`config.mk`:
```
export PLATFORM = sky130hd
export DESIGN_NAME = adc_test_word_gen
export DESIGN_NICKNAME = d
export VERILOG_FILES = /design/src/rtl/adc_tpg_pkg.sv /design/src/rtl/adc_tpg_rst_sync.sv /design/src/rtl/adc_tpg_prbs.sv /design/src/rtl/adc_tpg_seq.sv /design/src/rtl/adc_test_word_gen.sv
export SDC_FILE = /design/constraint.sdc
export NUM_CORES = 1
export LEC_CHECK = 0
export BUFFER_PORTS_ARGS = -buffer_cell sky130_fd_sc_hd__buf_2
export CAP_MARGIN = 40
export CORE_UTILIZATION = 50
export CTS_BUF_LIST = sky130_fd_sc_hd__clkbuf_8
export DETAILED_ROUTE_END_ITERATION = 8
export PLACE_DENSITY = 0.75
export SYNTH_ARGS = -nofsm -noshare
export SYNTH_HDL_FRONTEND = slang
export SYNTH_SLANG_ARGS = --single-unit
```
`constraint.sdc`:
```
create_clock -name clk -period 2.2 [get_ports clk]
set_input_delay 0.11 -clock clk [delete_from_list [all_inputs] [get_ports clk]]
set_output_delay 0.11 -clock clk [all_outputs]
set_load 0.01 [all_outputs]
```
`src/rtl/adc_tpg_pkg.sv`:
```
package adc_tpg_pkg;

  typedef enum logic [3:0] {
    TM_OFF      = 4'd0,
    TM_MID      = 4'd1,
    TM_PFS      = 4'd2,
    TM_NFS      = 4'd3,
    TM_CHECKER  = 4'd4,
    TM_PN_LONG  = 4'd5,
    TM_PN_SHORT = 4'd6,
    TM_WORD_TGL = 4'd7,
    TM_USER     = 4'd8,
    TM_BIT_TGL  = 4'd9,
    TM_SYNC     = 4'd10,
    TM_ONE_LSB  = 4'd11,
    TM_MIXED    = 4'd12
  } tmode_e;

  typedef enum logic [1:0] {
    UP_SINGLE   = 2'd0,
    UP_ALT      = 2'd1,
    UP_SINGLE_1 = 2'd2,
    UP_ALT_1    = 2'd3
  } umode_e;

  localparam int MODE_W = 4;
  localparam int UMODE_W = 2;
  localparam int CFG_W = MODE_W + UMODE_W;
  localparam int CNT_W = 2;

  localparam int LONG_ORDER  = 23;
  localparam int LONG_TAP    = 18;
  localparam int SHORT_ORDER = 9;
  localparam int SHORT_TAP   = 5;

endpackage

```
`src/rtl/adc_tpg_rst_sync.sv`:
```
module adc_tpg_rst_sync (
  input  logic clk,
  input  logic rst_n,
  output logic rst_sync_n
);
  logic [1:0] sync_q;

  always_ff @(posedge clk or negedge rst_n) begin
    if (!rst_n) sync_q <= 2'b00;
    else        sync_q <= {sync_q[0], 1'b1};
  end

  assign rst_sync_n = sync_q[1];
endmodule

```
`src/rtl/adc_tpg_prbs.sv`:
```
module adc_tpg_prbs #(
  parameter int ORDER = 9,
  parameter int TAP   = 5,
  parameter int W     = 16
) (
  input  logic         clk,
  input  logic         rst_n,
  input  logic         adv_en,
  input  logic         seed_req,
  output logic [W-1:0] word
);
  logic [ORDER-1:0] st_q;
  logic [ORDER-1:0] src;
  logic [ORDER-1:0] st_d;
  logic             fb;

  // Unrolled W-step Fibonacci shift; first bit produced lands in the MSB.
  always_comb begin
    src  = seed_req ? {ORDER{1'b1}} : st_q;
    st_d = src;
    word = '0;
    fb   = 1'b0;
    for (int i = 0; i < W; i++) begin
      fb           = st_d[ORDER-1] ^ st_d[TAP-1];
      word[W-1-i]  = fb;
      st_d         = {st_d[ORDER-2:0], fb};
    end
  end

  always_ff @(posedge clk or negedge rst_n) begin
    if (!rst_n)        st_q <= {ORDER{1'b1}};
    else if (adv_en)   st_q <= st_d;
    else if (seed_req) st_q <= {ORDER{1'b1}};
  end
endmodule

```
`src/rtl/adc_tpg_seq.sv`:
```
module adc_tpg_seq
  import adc_tpg_pkg::*;
(
  input  logic             clk,
  input  logic             rst_n,
  input  logic             smp_en,
  input  logic [CFG_W-1:0] cfg,
  output logic             phase,
  output logic [CNT_W-1:0] count
);
  logic [CFG_W-1:0] cfg_q;
  logic             phase_q;
  logic [CNT_W-1:0] count_q;
  logic             cfg_chg;
  logic [CNT_W-1:0] count_d;

  always_comb begin
    cfg_chg = (cfg != cfg_q);
    phase   = cfg_chg ? 1'b0 : phase_q;
    count   = cfg_chg ? '0 : count_q;
    count_d = (&count) ? count : count + 1'b1;
  end

  always_ff @(posedge clk or negedge rst_n) begin
    if (!rst_n) begin
      cfg_q   <= '0;
      phase_q <= 1'b0;
      count_q <= '0;
    end else if (smp_en) begin
      cfg_q   <= cfg;
      phase_q <= ~phase;
      count_q <= count_d;
    end
  end
endmodule

```
`src/rtl/adc_test_word_gen.sv`:
```
module adc_test_word_gen
  import adc_tpg_pkg::*;
#(
  parameter int W = 16
) (
  input  logic         clk,
  input  logic         rst_n,
  input  logic         smp_en,
  input  logic [3:0]   mode,
  input  logic [1:0]   usr_mode,
  input  logic [W-1:0] usr_word_a,
  input  logic [W-1:0] usr_word_b,
  input  logic         pn_long_rst,
  input  logic         pn_short_rst,
  input  logic [W-1:0] din,
  output logic [W-1:0] dout
);
  localparam logic [W-1:0] WORD_MID   = {1'b1, {(W-1){1'b0}}};
  localparam logic [W-1:0] WORD_ONES  = {W{1'b1}};
  localparam logic [W-1:0] WORD_ZERO  = {W{1'b0}};
  localparam logic [W-1:0] WORD_55    = {(W/2){2'b01}};
  localparam logic [W-1:0] WORD_33    = {(W/4){4'b0011}};
  localparam logic [W-1:0] WORD_SYNC  = {{(W/2){1'b0}}, {(W/2){1'b1}}};
  localparam logic [W-1:0] WORD_LSB   = {{(W-1){1'b0}}, 1'b1};

  logic             rst_sync_n;
  logic             phase;
  logic [CNT_W-1:0] count;
  logic [W-1:0]     pn_long_w;
  logic [W-1:0]     pn_short_w;
  logic [W-1:0]     dout_d;
  logic [W-1:0]     dout_q;
  logic [W-1:0]     user_w;

  adc_tpg_rst_sync u_rst (
    .clk        (clk),
    .rst_n      (rst_n),
    .rst_sync_n (rst_sync_n)
  );

  adc_tpg_seq u_seq (
    .clk    (clk),
    .rst_n  (rst_sync_n),
    .smp_en (smp_en),
    .cfg    ({mode, usr_mode}),
    .phase  (phase),
    .count  (count)
  );

  adc_tpg_prbs #(.ORDER(LONG_ORDER), .TAP(LONG_TAP), .W(W)) u_pn_long (
    .clk      (clk),
    .rst_n    (rst_sync_n),
    .adv_en   (smp_en),
    .seed_req (pn_long_rst),
    .word     (pn_long_w)
  );

  adc_tpg_prbs #(.ORDER(SHORT_ORDER), .TAP(SHORT_TAP), .W(W)) u_pn_short (
    .clk      (clk),
    .rst_n    (rst_sync_n),
    .adv_en   (smp_en),
    .seed_req (pn_short_rst),
    .word     (pn_short_w)
  );

  always_comb begin
    case (umode_e'(usr_mode))
      UP_SINGLE:   user_w = usr_word_a;
      UP_ALT:      user_w = phase ? usr_word_b : usr_word_a;
      UP_SINGLE_1: user_w = (count == 2'd0) ? usr_word_a : WORD_ZERO;
      default:     user_w = (count == 2'd0) ? usr_word_a :
                            (count == 2'd1) ? usr_word_b : WORD_ZERO;
    endcase
  end

  always_comb begin
    case (mode)
      TM_MID:      dout_d = WORD_MID;
      TM_PFS:      dout_d = WORD_ONES;
      TM_NFS:      dout_d = WORD_ZERO;
      TM_CHECKER:  dout_d = phase ? ~WORD_55 : WORD_55;
      TM_PN_LONG:  dout_d = pn_long_w;
      TM_PN_SHORT: dout_d = pn_short_w;
      TM_WORD_TGL: dout_d = phase ? WORD_ONES : WORD_ZERO;
      TM_USER:     dout_d = user_w;
      TM_BIT_TGL:  dout_d = phase ? WORD_55 : ~WORD_55;
      TM_SYNC:     dout_d = WORD_SYNC;
      TM_ONE_LSB:  dout_d = WORD_LSB;
      TM_MIXED:    dout_d = phase ? ~WORD_33 : WORD_33;
      default:     dout_d = din;
    endcase
  end

  always_ff @(posedge clk or negedge rst_sync_n) begin
    if (!rst_sync_n)  dout_q <= '0;
    else if (smp_en)  dout_q <= dout_d;
  end

  assign dout = dout_q;
endmodule

```
Word level (Yosys, flattened, before mapping)
Cells that the tools add are included.
- bits in registers: 59
- bits in latches: 0
- RAM bits: 0
- ROM bits: 0
- output and inout bits: 16
- memories kept: 0
- $add $sub $neg: 1
- multiply operators: 0
- divide/modulo/power cells: 0
- magnitude comparators: 0
- equality and inequality tests: 16
- shift-type cells: 0
- mux-type cells: 17
- bitwise gates (word level): 33
- reductions and logical operators: 3
- operators by type and width (operator ; count):
    one-hot mux 16 bit (12 select lines) ; 1
    2-to-1 mux 16 bit ; 8
    one-hot mux 16 bit (3 select lines) ; 1
    2-to-1 mux 23 bit ; 2
    XOR 1 bit ; 32
    == test 4 bit (second input constant) ; 5
    2-to-1 mux 9 bit ; 2
    == test 4 x 3 -> 1 bit (second input constant) ; 4
    == test 4 x 2 -> 1 bit (second input constant) ; 2
    inequality test 6 bit ; 1
    == test 2 x 1 -> 1 bit (second input constant) ; 2
    == test 4 x 1 -> 1 bit (second input constant) ; 1
    zero test 2 bit ; 2
    2-to-1 mux 2 bit ; 2
    adder 2 x 1 -> 2 bit (second input constant) ; 1
    == test 2 bit (second input constant) ; 1
    AND reduction 2 bit ; 1
    2-to-1 mux 1 bit ; 1
    inverter 1 bit ; 1

Longest topological paths before layout
Gate-level depths: netlist of the first run.
- depth in word-level cells: 7
- mapped depth: 7
- depth with buffers taken out: 5

By module
A second synthesis of the first run with hierarchy kept.
- cells, all modules: 506
- area total of the unflattened synthesis: 4231.6 um2
- by module, submodules not included (module ; instances ; cells each ; area each (um2)):
    adc_test_word_gen ; 1 ; 285 ; 1976.9
    adc_tpg_prbs (u_pn_long) ; 1 ; 112 ; 1141.1
    adc_tpg_prbs (u_pn_short) ; 1 ; 68 ; 613.1
    adc_tpg_seq ; 1 ; 38 ; 446.7
    adc_tpg_rst_sync ; 1 ; 3 ; 53.8

Worst setup path before layout of the first run
No wires, ideal clock.
- path kind: flip-flop to flip-flop
- start: register u_seq.cfg_q[0]
- end: register dout_q[10] (netlist: dout[10])
- setup time: 0.136 ns
- arrival: 2.125 ns
- setup slack: -0.061 ns
- stages on the path, launching flop included: 8
- buffers on the path: 2
- cell sequence: dfrtp_1 -> xor2_1 -> or4_4 -> buf_6 -> o41a_4 -> buf_6 -> a221oi_2 -> a31oi_1
- longest elaborated chain between the ends: 7
- ends and longest elaborated chain (element ; line ; RTL):
    start, declared ; adc_tpg_seq.sv:11 ; logic [CFG_W-1:0] cfg_q;
    start signal, assigned ; adc_tpg_seq.sv:30 ; cfg_q <= cfg;
    inequality test 6 bit (*) ; adc_tpg_seq.sv:18 ; cfg_chg = (cfg != cfg_q);
    2-to-1 mux 2 bit ; adc_tpg_seq.sv:20 ; count = cfg_chg ? '0 : count_q;
    == test 2 x 1 -> 1 bit ; adc_test_word_gen.sv:72 ; (count == 2'd1) ? usr_word_b : WORD_ZERO;
    2-to-1 mux 16 bit ; adc_test_word_gen.sv:72 ;
    2-to-1 mux 16 bit ; adc_test_word_gen.sv:71 ; default: user_w = (count == 2'd0) ? usr_word_a :
    one-hot mux 16 bit (3 select lines) ; adc_test_word_gen.sv:67 ; case (umode_e'(usr_mode))
    one-hot mux 16 bit (12 select lines) (*) ; adc_test_word_gen.sv:77 ; case (mode)
    end signal, assigned ; adc_test_word_gen.sv:96 ; else if (smp_en) dout_q <= dout_d;
    end, declared ; adc_test_word_gen.sv:32 ; logic [W-1:0] dout_q;
Mark *: on every way between the ends. The rest lies on a longest branch, timed or not.
A chain may end at the register's enable or synchronous reset.

Worst setup path in the final report of the first run
- start: register u_seq.cfg_q[2]
- end: register dout_q[4] (netlist: dout[4])
Same word-level chain as after synthesis.

==> results of run 1 <==
==> kinds of logic after synthesis <==
family	count (synthesis)
mux	8
flops	59
other cells	1
compound gates	131
xor+xnor	38
simple gates	100
buf+inv	40
==> sequential cells by signal (all words and copies together), names as in the netlist <==
register,count
dout,16
u_pn_long.st_q,23
u_pn_short.st_q,9
u_rst.sync_q,2
u_seq.cfg_q,6
u_seq.count_q,2
u_seq.phase_q,1
==> per-layer routing <==
metal | routed length, um | vias up | GRT usage [%]
met2 | 4960 | 155 | 41.0
met5 | 0 | - | 0
met4 | 257 | 0 | 15.2
met3 | 741 | 21 | 7.18
met1 | 4440 | 1632 | 34.1
li1 | - | 1546 | -
==> repair_timing <==
action                                  4_1_cts  5_1_grt
endpoints found under the setup margin        4       15
pin swaps                                     0        1
setup buffers                                 0        1
hold buffers                                  1        0
resized for setup                             1       17
endpoints found under the hold margin         2        0
gates cloned                                  1        1
==> worst max path at each step <==
stage	slack, ns	startpoint	endpoint	cells after the start
after floorplan	0.05	u_seq.cfg_q[0]$_DFFE_PN0P_	dout[10]$_DFFE_PN0P_	7
after global placement	0.06	u_seq.cfg_q[0]$_DFFE_PN0P_	dout[2]$_DFFE_PN0P_	5
after detailed placement	-0.04	u_seq.cfg_q[0]$_DFFE_PN0P_	dout[0]$_DFFE_PN0P_	5
after CTS	0.01	u_seq.cfg_q[0]$_DFFE_PN0P_	dout[11]$_DFFE_PN0P_	5
after global routing	-0.14	u_seq.cfg_q[2]$_DFFE_PN0P_	dout[4]$_DFFE_PN0P_	5
final	-0.07	u_seq.cfg_q[2]$_DFFE_PN0P_	dout[4]$_DFFE_PN0P_	5
==> worst max-delay path, stage by stage (launching register included) <==
cell      delay (ns)
dfrtp_1         0.42
xor2_1          0.20
or4_4           0.62
o41a_4          0.47
a221oi_2        0.29
a31oi_1         0.13
==> power breakdown <==
part | switching (W) | internal [W]
clock network | 0.000469 | 0.000405
registers | 0.000222 | 0.00134
logic | 0.000547 | 0.000685
total | 0.00124 | 0.00243
==> layout make-up <==
type                            instances  share of cell area [%]
Tap cell                               99                    2.73
Timing Repair Buffer                   91                    11.6
Clock buffer                            9                    2.73
Sequential cell                        59                    33.4
Clock inverter                          7                   0.937
Inverter                                3                   0.248
Multi-Input combinational cell        280                    48.3
==> synthesized netlist by cell type, types with 2 or more instances <==
| cell | number |
|---|---|
| a211o_1 | 7 |
| a211oi_1 | 2 |
| a21o_1 | 2 |
| a21oi_1 | 30 |
| a221oi_1 | 6 |
| a221oi_2 | 9 |
| a31oi_1 | 13 |
| buf_1 | 3 |
| buf_6 | 2 |
| clkbuf_1 | 31 |
| dfrtp_1 | 27 |
| dfstp_2 | 32 |
| inv_1 | 3 |
| mux2_2 | 7 |
| nand2_1 | 11 |
| nand2b_1 | 17 |
| nand3_1 | 6 |
| nand3b_1 | 2 |
| nor2_1 | 29 |
| nor2b_1 | 10 |
| nor3_1 | 10 |
| nor4_1 | 2 |
| nor4b_1 | 2 |
| o211a_1 | 2 |
| o21a_1 | 4 |
| o21ai_0 | 9 |
| o22ai_1 | 29 |
| o311a_1 | 2 |
| o31a_1 | 3 |
| o32ai_1 | 3 |
| or2_2 | 2 |
| or3_1 | 2 |
| xnor2_1 | 11 |
| xor2_1 | 18 |
| xor3_1 | 9 |
==> metrics by stage <==
stage | util, % | worst slack [ns]
after detailed placement | 58.2 | -0.0405
after global placement | 58.2 | 0.0586
after floorplan | - | 0.0481
after global routing | 62.6 | -0.137
after CTS | 60.9 | 0.0105
final | 62.6 | -0.0656
==> flow_summary.ini, run 1 <==
[status]
outcome = finished, violations left
violations = setup timing

[yosys]
synthDominantCellAreaShare_pct = 22.5
synth_top_family_by_area = compound AO/OA/AOI/OAI gates
synth-compound-area-share_pct = 25.4
ys_ff_latch = 59
async_flop_share_pct = 100
synth_ff_type = dfstp_2
synthAdderAreaFrac_pct = 0
ys_top_cells_by_area = dfstp_2 (22%), dfrtp_1 (18%), xor3_1 (5.7%)
ys_warn_count = 0
post_synth_xor_area_fraction_pct = 12.5
synth_area_sq_mm = 0.00374
avgSynthCellArea_sq_um = 9.93
synth_mux_area_share_pct = 2.37
synth_edf_count = 0
synth_simple_gate_area_share_pct = 14.6
synth_cell_types = 55
syn_inst = 377
ys_seq_area_share_pct = 40.5
yosysTopAreaCell = dfstp_2
synth_fp_nets = 436

[setup_path]
path_class = flip-flop to flip-flop
r2r-end = dout[4]$_DFFE_PN0P_
end_kind = flip-flop
reg2regPathDepth = 5
r2r_setup_slack_ns = -0.07
r2r_start = u_seq.cfg_q[2]$_DFFE_PN0P_
worst_setup_path_start_kind = flip-flop
cp_max_fo = 8
cp.required_ns = 2.42
critPathArrivalTime_ns = 2.48

[cells_and_area]
nNetsFinal = 503
seq_area_sq_mm = 0.00152
layout_commonest_cell = buf_2
stdcell_count = 548
fin_area_sq_mm = 0.00454
area_growth_syn_to_layout_pct = 21.2
multi_input_area_sq_mm = 0.00219
antenna_cells = 0
drive_gt1_share_pct = 39.4
nFillCells = 583
final_cell_mix = buf_2 (74), dfstp_2 (32), nor2_1 (29), a21oi_1 (29), o22ai_1 (29)

[route]
avgViaCountPerCell = 6.12
firstDrtPassIters = 5
drt-total-wl_um = 10400
post-route-drc-count = 0
drt_iter0_drc = 324
wire_per_inst_um = 19.0
route.vias.total = 3354
ant_nets = 0

[sta]
finalHoldWorstSlack_ns = 0.0280
timing.final.hold_violations = 0
worst_slack_ns = -0.0656
fmax_ghz = 0.441
slew_viol_final = 0
post-route-period-util_pct = 103
finalSetupViolCount = 3
post-route-min-period_ns = 2.27
finClkSkew_ns = 0.00810
finalSetupTns_ns = -0.101
worst_pin_slew_ns = 1.20
relSlewSlack_pct = 19.2
rsz0062_at_grt = true

[place]
placed_area_sq_mm = 0.00422
dp.cells = 528
portBuffers = 74
gp_congestion = 0.908
hpwl_um = 7240

[floorplanning]
die_y_um = 88.5
core_area_sq_mm = 0.00725
initial_core_util_pct = 51.6
dieArea_sq_mm = 0.00784
ios = 75
fp.dieW_um = 88.5
num_rows = 31

[global_routing]
gr-total-overflow = 0
grt_util_all_layers_pct = 26.7
antenna_found_initial = 0
grt_pass1_wl_um = 15400
grt_start_max_net_pins = 43
grt_pass1_vias = 3078

[clocking]
max-clock-path-buffers = 2
numCtsBuffers = 9
cts_max_level = 3
clock_latency_ns = 0.34
cts-root-buf = clkbuf_8
tritoncts = built
clkSinkCount = 59
clk_pin_slew_ns = 0.07

[min_path]
holdPathStages = 3
min_path_type = input pin to flip-flop
hold_end = dout[15]$_DFFE_PN0P_
worst_hold_startpoint = usr_word_a[15]

[pwr]
p_leak_nw = 1.88
vdd_drop_max_mv = 0.386
power_w = 0.00367
power.density_mw_per_mm2 = 808

[flow_run]
drv_cap = 0
Power figures use the tool's default switching activity.
==> run 2, diff against run 1 <==
--- a/config.mk
+++ b/config.mk
@@ -7,9 +7,11 @@
 export LEC_CHECK = 0
 export BUFFER_PORTS_ARGS = -buffer_cell sky130_fd_sc_hd__buf_2
 export CAP_MARGIN = 40
+export CORE_MARGIN = 10
 export CORE_UTILIZATION = 50
 export CTS_BUF_LIST = sky130_fd_sc_hd__clkbuf_8
 export DETAILED_ROUTE_END_ITERATION = 8
+export HOLD_SLACK_MARGIN = 0.05
 export PLACE_DENSITY = 0.75
 export SYNTH_ARGS = -nofsm -noshare
 export SYNTH_HDL_FRONTEND = slang
==> flow_summary.ini, run 2 (synthesized netlist as in run 1, its figures left out) <==
[sta]
relSlewSlack_pct = 52.7
finClkSkew_ns = 0.0121
post-route-min-period_ns = 2.23
worst_slack_ns = -0.0276
finalHoldWorstSlack_ns = 0.0531
slew_viol_final = 0
post-route-period-util_pct = 101
worst_pin_slew_ns = 0.710
fmax_ghz = 0.449
rsz0062_at_grt = true
finalSetupViolCount = 4
timing.final.hold_violations = 0

[pwr]
cellInternalPower_w = 0.00252
p_switching_w = 0.00116
pwr-share-comb_pct = 32.7
p_seq_share_pct = 42.5
vdd_drop_max_mv = 0.372
clockPowerShare_pct = 24.8
p_leak_nw = 1.88
switching_share_pct = 31.5
power.density_mw_per_mm2 = 821

[setup_path]
crit_slowest_cell = or4_4
crit_family = simple AND/OR/NAND/NOR gates
cp_max_fo = 16
cpPeakStageDelay_ns = 0.60
worst_setup_path_start_kind = flip-flop
cp.required_ns = 2.45
critPathArrivalTime_ns = 2.47
path_class = flip-flop to flip-flop
end_kind = flip-flop
worstPathCellList = xor2_1 -> or4_4 -> buf_4 -> nor4_4 -> buf_12 -> a221oi_1 -> a31oi_1
path_buf_inv = 2

[floorplanning]
dieArea_sq_mm = 0.0113
initial_core_util_pct = 51.6
ios = 75
die_y_um = 107
fp.dieW_um = 107
num_rows = 31
core_area_sq_mm = 0.00725

[cells_and_area]
top_register = u_pn_long.st_q
antenna_cells = 0
stdcell_count = 548
drive_gt1_share_pct = 36.7
nNetsFinal = 504
area_growth_syn_to_layout_pct = 19.8
fin_util_pct = 61.8
largest_register_ffs = 23
fin_area_sq_mm = 0.00448
layout_commonest_cell = buf_2
final_cell_mix = buf_2 (74), dfstp_2 (32), a21oi_1 (30), nor2_1 (29), o22ai_1 (29)

[clocking]
cts-root-buf = clkbuf_8
clkSinkCount = 59
cts_max_level = 3
tritoncts = built
max-clock-path-buffers = 2
clk_pin_slew_ns = 0.07
cts_setup_buffers = 0
clock_latency_ns = 0.33
numCtsBuffers = 9

[min_path]
min_path_type = input pin to flip-flop

[place]
portBuffers = 74
gp_congestion = 0.940
placed_area_sq_mm = 0.00423
dp.cells = 530
hpwl_um = 7790

[status]
violations = setup timing
outcome = finished, violations left

[route]
firstDrtPassIters = 4
drt_iter0_drc = 199
post-route-drc-count = 0
wire_per_inst_um = 19.1
ant_nets = 0
route.vias.total = 3225
avgViaCountPerCell = 5.89
drt-total-wl_um = 10500

[global_routing]
grt_pass1_wl_um = 17100
gr-total-overflow = 0
grt_pass1_vias = 3274
antenna_found_initial = 0
grt_util_all_layers_pct = 18.4
grt_start_max_net_pins = 39

[flow_run]
drv_cap = 0
==> run 2: what timing repair did <==
action,in CTS,in global routing
endpoints found under the setup margin,5,16
hold endpoints to repair,4,0
gates resized for setup,3,4
hold buffers,3,0
==> run 2: final cells by class <==
| type | instances | area (sq um) |
|---|---|---|
| tap | 99 | 124 |
| multi-input combinational | 278 | 2100 |
| clock inverter | 6 | 51.3 |
| inverter | 3 | 11.3 |
| clock buffer | 9 | 124 |
| fill | 601 | 2770 |
| sequential | 59 | 1520 |
| timing repair buffer | 94 | 553 |
==> run 2: worst reg2reg max path, delay by kind of cell (launching register included) <==
kind	cells	cell delay, ns
simple gates	2	0.90
compound gates	2	0.30
xor+xnor	1	0.17
flops	1	0.39
buf+inv	2	0.39
==> run 2: per-layer routing <==
layer | up-vias | GRT usage, % | share of wire [%]
li1 | 1538 | - | -
met1 | 1521 | 24.2 | 45
met2 | 146 | 28.0 | 45
met3 | 20 | 5.13 | 8.3
met4 | 0 | 7.25 | 2.2
met5 | - | 0 | 0
==> run 2: power groups by stage <==
stage	combinational, W	sequential [W]	clock [W]
6_report	0.00120	0.00157	0.000911
5_1_grt	0.00131	0.00160	0.000968
4_1_cts	0.00120	0.00156	0.000927
3_5_place_dp	0.00118	0.00158	0
3_3_place_gp	0.00116	0.00157	0
2_1_floorplan	0.000953	0.00149	0
==> run 2: final timing paths <==
kind / startpoint / to / slack (ns) / depth (start not counted)
setup / recovery: u_seq.cfg_q[0]$_DFFE_PN0P_ / dout[6]$_DFFE_PN0P_ / -0.03 / 7
hold / removal: din[8] / dout[8]$_DFFE_PN0P_ / 0.05 / 3
setup reg to reg: u_seq.cfg_q[0]$_DFFE_PN0P_ / dout[6]$_DFFE_PN0P_ / -0.03 / 7
hold reg to reg: u_rst.sync_q[1]$_DFF_PN0_ / u_seq.phase_q$_DFFE_PN0P_ / 0.31 / 0
max in group asynchronous: u_rst.sync_q[1]$_DFF_PN0_ / u_pn_long.st_q[10]$_DFF_PN1_ / 1.18 / 1
min in group asynchronous: rst_n / u_rst.sync_q[0]$_DFF_PN0_ / 0.10 / 2
==> run 2: metrics by stage <==
stage / total power (W) / setup TNS, ns / setup WS, ns
3_3_place_gp: 0.00273 / 0 / 0.0719
2_1_floorplan: 0.00244 / 0 / 0.0481
4_1_cts: 0.00368 / -0.0305 / -0.0189
3_5_place_dp: 0.00276 / -0.0350 / -0.0318
5_1_grt: 0.00387 / -1.10 / -0.130
6_report: 0.00368 / -0.0533 / -0.0276
==> run 3, diff against run 2 <==
--- a/config.mk
+++ b/config.mk
@@ -8,11 +8,12 @@
 export BUFFER_PORTS_ARGS = -buffer_cell sky130_fd_sc_hd__buf_2
 export CAP_MARGIN = 40
 export CORE_MARGIN = 10
-export CORE_UTILIZATION = 50
+export CORE_UTILIZATION = 40
 export CTS_BUF_LIST = sky130_fd_sc_hd__clkbuf_8
 export DETAILED_ROUTE_END_ITERATION = 8
 export HOLD_SLACK_MARGIN = 0.05
-export PLACE_DENSITY = 0.75
+export PLACE_DENSITY = 0.61
 export SYNTH_ARGS = -nofsm -noshare
 export SYNTH_HDL_FRONTEND = slang
+export SYNTH_HIERARCHICAL = 1
 export SYNTH_SLANG_ARGS = --single-unit
==> flow_summary.ini, run 3 <==
[floorplanning]
core_area_sq_mm = 0.0103
fp.dieW_um = 123
ios = 75
dieArea_sq_mm = 0.0151
initial_core_util_pct = 41.0
die_y_um = 123
num_rows = 37

[pwr]
cellInternalPower_w = 0.00235
p_switching_w = 0.00113
p_leak_nw = 2.19
power.density_mw_per_mm2 = 645
p_seq_share_pct = 40.0
switching_share_pct = 32.5
pwr-share-comb_pct = 28.8
vdd_drop_max_mv = 0.234
clockPowerShare_pct = 31.2

[setup_path]
path_class = flip-flop to flip-flop
critPathArrivalTime_ns = 2.50
cp.required_ns = 2.42
worst_setup_path_start_kind = flip-flop
cp_max_fo = 4
crit_family = compound AO/OA/AOI/OAI gates
worstPathCellList = xnor2_2 -> nand4_2 -> buf_6 -> nor3_4 -> mux2i_1 -> nor3b_1 -> o21ai_1 -> o21ai_2 -> a2111oi_4 -> a21oi_1
path_buf_inv = 1
crit_slowest_cell = a2111oi_4
end_kind = flip-flop
cpPeakStageDelay_ns = 0.42

[yosys]
avgSynthCellArea_sq_um = 8.36
syn_inst = 506
synth_fp_nets = 565
ys_seq_area_share_pct = 35.8
synth_common_cells = nor2_1 (59), o21ai_0 (45), nand2_1 (37)
ys_ff_latch = 59
ys_top_cells_by_area = dfstp_2 (20%), dfrtp_1 (16%), xnor2_1 (6.8%)
ys_warn_count = 6
yosysTopAreaCell = dfstp_2
synth_area_sq_mm = 0.00423
synth_most_common_cell = nor2_1
synthDominantCellAreaShare_pct = 19.9
synth_edf_count = 0
async_flop_share_pct = 100
synth_ff_type = dfstp_2
synth_cell_types = 59

[cells_and_area]
fin_area_sq_mm = 0.00540
drive_gt1_share_pct = 36.2
final_cell_mix = buf_2 (74), nor2_1 (58), buf_4 (44), nand2_1 (35), o21ai_0 (35)
top_register = u_pn_long/st_q
largest_register_ffs = 23
layout_commonest_cell = buf_2
nNetsFinal = 661
area_growth_syn_to_layout_pct = 27.6
stdcell_count = 743
antenna_cells = 0
nFillCells = 974
fin_util_pct = 52.3

[clocking]
clk_pin_slew_ns = 0.08
clock_latency_ns = 0.35
numCtsBuffers = 9
cts_max_level = 3
tritoncts = built
cts-root-buf = clkbuf_8
clkSinkCount = 59
max-clock-path-buffers = 2

[global_routing]
grt_start_max_net_pins = 42
gr-total-overflow = 0
grt_util_all_layers_pct = 16.8
antenna_found_initial = 0
grt_pass1_vias = 3890
grt_pass1_wl_um = 20400

[route]
avgViaCountPerCell = 5.65
drt-total-wl_um = 13300
dr.max_layer_used = met4
wl_met3_um = 1050
firstDrtPassIters = 5
post-route-drc-count = 0
route.vias.total = 4195
wire_per_inst_um = 17.9
ant_nets = 0
drt-met1-wl_um = 6060
dr_wl_met2_um = 6080
drt_iter0_drc = 430

[sta]
finClkSkew_ns = 0.0220
fmax_ghz = 0.438
slew_viol_final = 0
rsz0062_at_grt = true
post-route-period-util_pct = 104
finalSetupViolCount = 8
relSlewSlack_pct = 52.9
finalSetupTns_ns = -0.248
post-route-min-period_ns = 2.28
worst_pin_slew_ns = 0.706
worst_slack_ns = -0.0836
timing.final.hold_violations = 0

[place]
gp_congestion = 0.918
placed_area_sq_mm = 0.00488
portBuffers = 74
dpl_worst_slack_ns = -0.345
dp.cells = 713
hpwl_um = 9480

[status]
violations = setup timing
outcome = finished, violations left

[flow_run]
drv_cap = 0

[min_path]
min_path_type = input pin to flip-flop
run 3: cell types whose count changed after synthesis, moves of 13 or more:
cell,previous run,this run
mux2i_1,1,14
o22a_1,0,16
o21ai_0,9,45
nand2_1,11,37
xnor2_1,11,33
nor2_1,29,59
run 3: area by class of cell:
| type | instances | area [sq um] | share of cell area, % |
|---|---|---|---|
| multi-input cells | 387 | 2610 | 48.3 |
| flip-flops and latches | 59 | 1520 | 28.1 |
| repair buffers | 128 | 828 | 15.3 |
| well taps | 136 | 170 | 3.15 |
| clock buffers | 9 | 124 | 2.29 |
| clock inverters | 7 | 86.3 | 1.60 |
| inverters | 17 | 63.8 | 1.18 |
run 3: worst paths after layout:
path	cells after the start	slack, ns	startpoint	to
max in group asynchronous	1	1.18	u_rst/sync_q[1]$_DFF_PN0_	u_pn_long/st_q[9]$_DFF_PN1_
min reg2reg	0	0.30	u_rst/sync_q[1]$_DFF_PN0_	u_seq/cfg_q[3]$_DFFE_PN0P_
max	10	-0.08	u_seq/cfg_q[5]$_DFFE_PN0P_	dout[11]$_DFFE_PN0P_
min in group asynchronous	2	0.09	rst_n	u_rst/sync_q[0]$_DFF_PN0_
min	3	0.05	din[7]	dout[7]$_DFFE_PN0P_
max reg2reg	10	-0.08	u_seq/cfg_q[5]$_DFFE_PN0P_	dout[11]$_DFFE_PN0P_
run 3: worst register-to-register path, cell delays in order (launching register included):
cell and delay [ns]:
dfrtp_1 0.41, xnor2_2 0.15, nand4_2 0.15, buf_6 0.15, nor3_4 0.29, mux2i_1 0.22, nor3b_1 0.06, o21ai_1 0.15
o21ai_2 0.09, a2111oi_4 0.42, a21oi_1 0.07
run 3: cells by family (layout without fill, tap and decap cells):
group           count (synthesis)  count (layout)  share of synthesized area (%)
compound gates                180             180                           28.0
simple gates                  145             145                           16.0
xor+xnor                       41              41                           8.66
mux                            20              20                           4.91
other cells                     1               1                         0.0886
buf+inv                        60             161                           6.48
flops                          59              59                           35.8
run 3: what timing repair did:
item	CTS	global route
hold buffers	2	0
setup buffers	2	9
cloned	0	1
setup endpoints to repair	15	16
hold endpoints to repair	3	0
resized for setup	13	37
pin swaps	6	13
run 3: power by group through the flow:
stage | Clock (W) | Combinational [W] | Sequential, W
after floorplan | 0 | 0.000620 | 0.00140
after global placement | 0 | 0.000921 | 0.00140
after detailed placement | 0 | 0.000928 | 0.00141
after CTS | 0.00112 | 0.000950 | 0.00139
after global routing | 0.00117 | 0.00110 | 0.00141
final | 0.00109 | 0.00100 | 0.00139
run 3: routing by layer:
metal,GRT usage [%],vias up
li1,-,2012
met1,22.9,2031
met2,25.6,143
met3,4.50,9
met4,4.42,0
met5,0,-
run 3: per-stage QoR:
step	total power (W)	hold slack [ns]
final	0.00348	0.0544
after global routing	0.00367	0.0545
after CTS	0.00346	0.0521
after detailed placement	0.00234	-0.102
after global placement	0.00232	-0.104
after floorplan	0.00202	-0.186
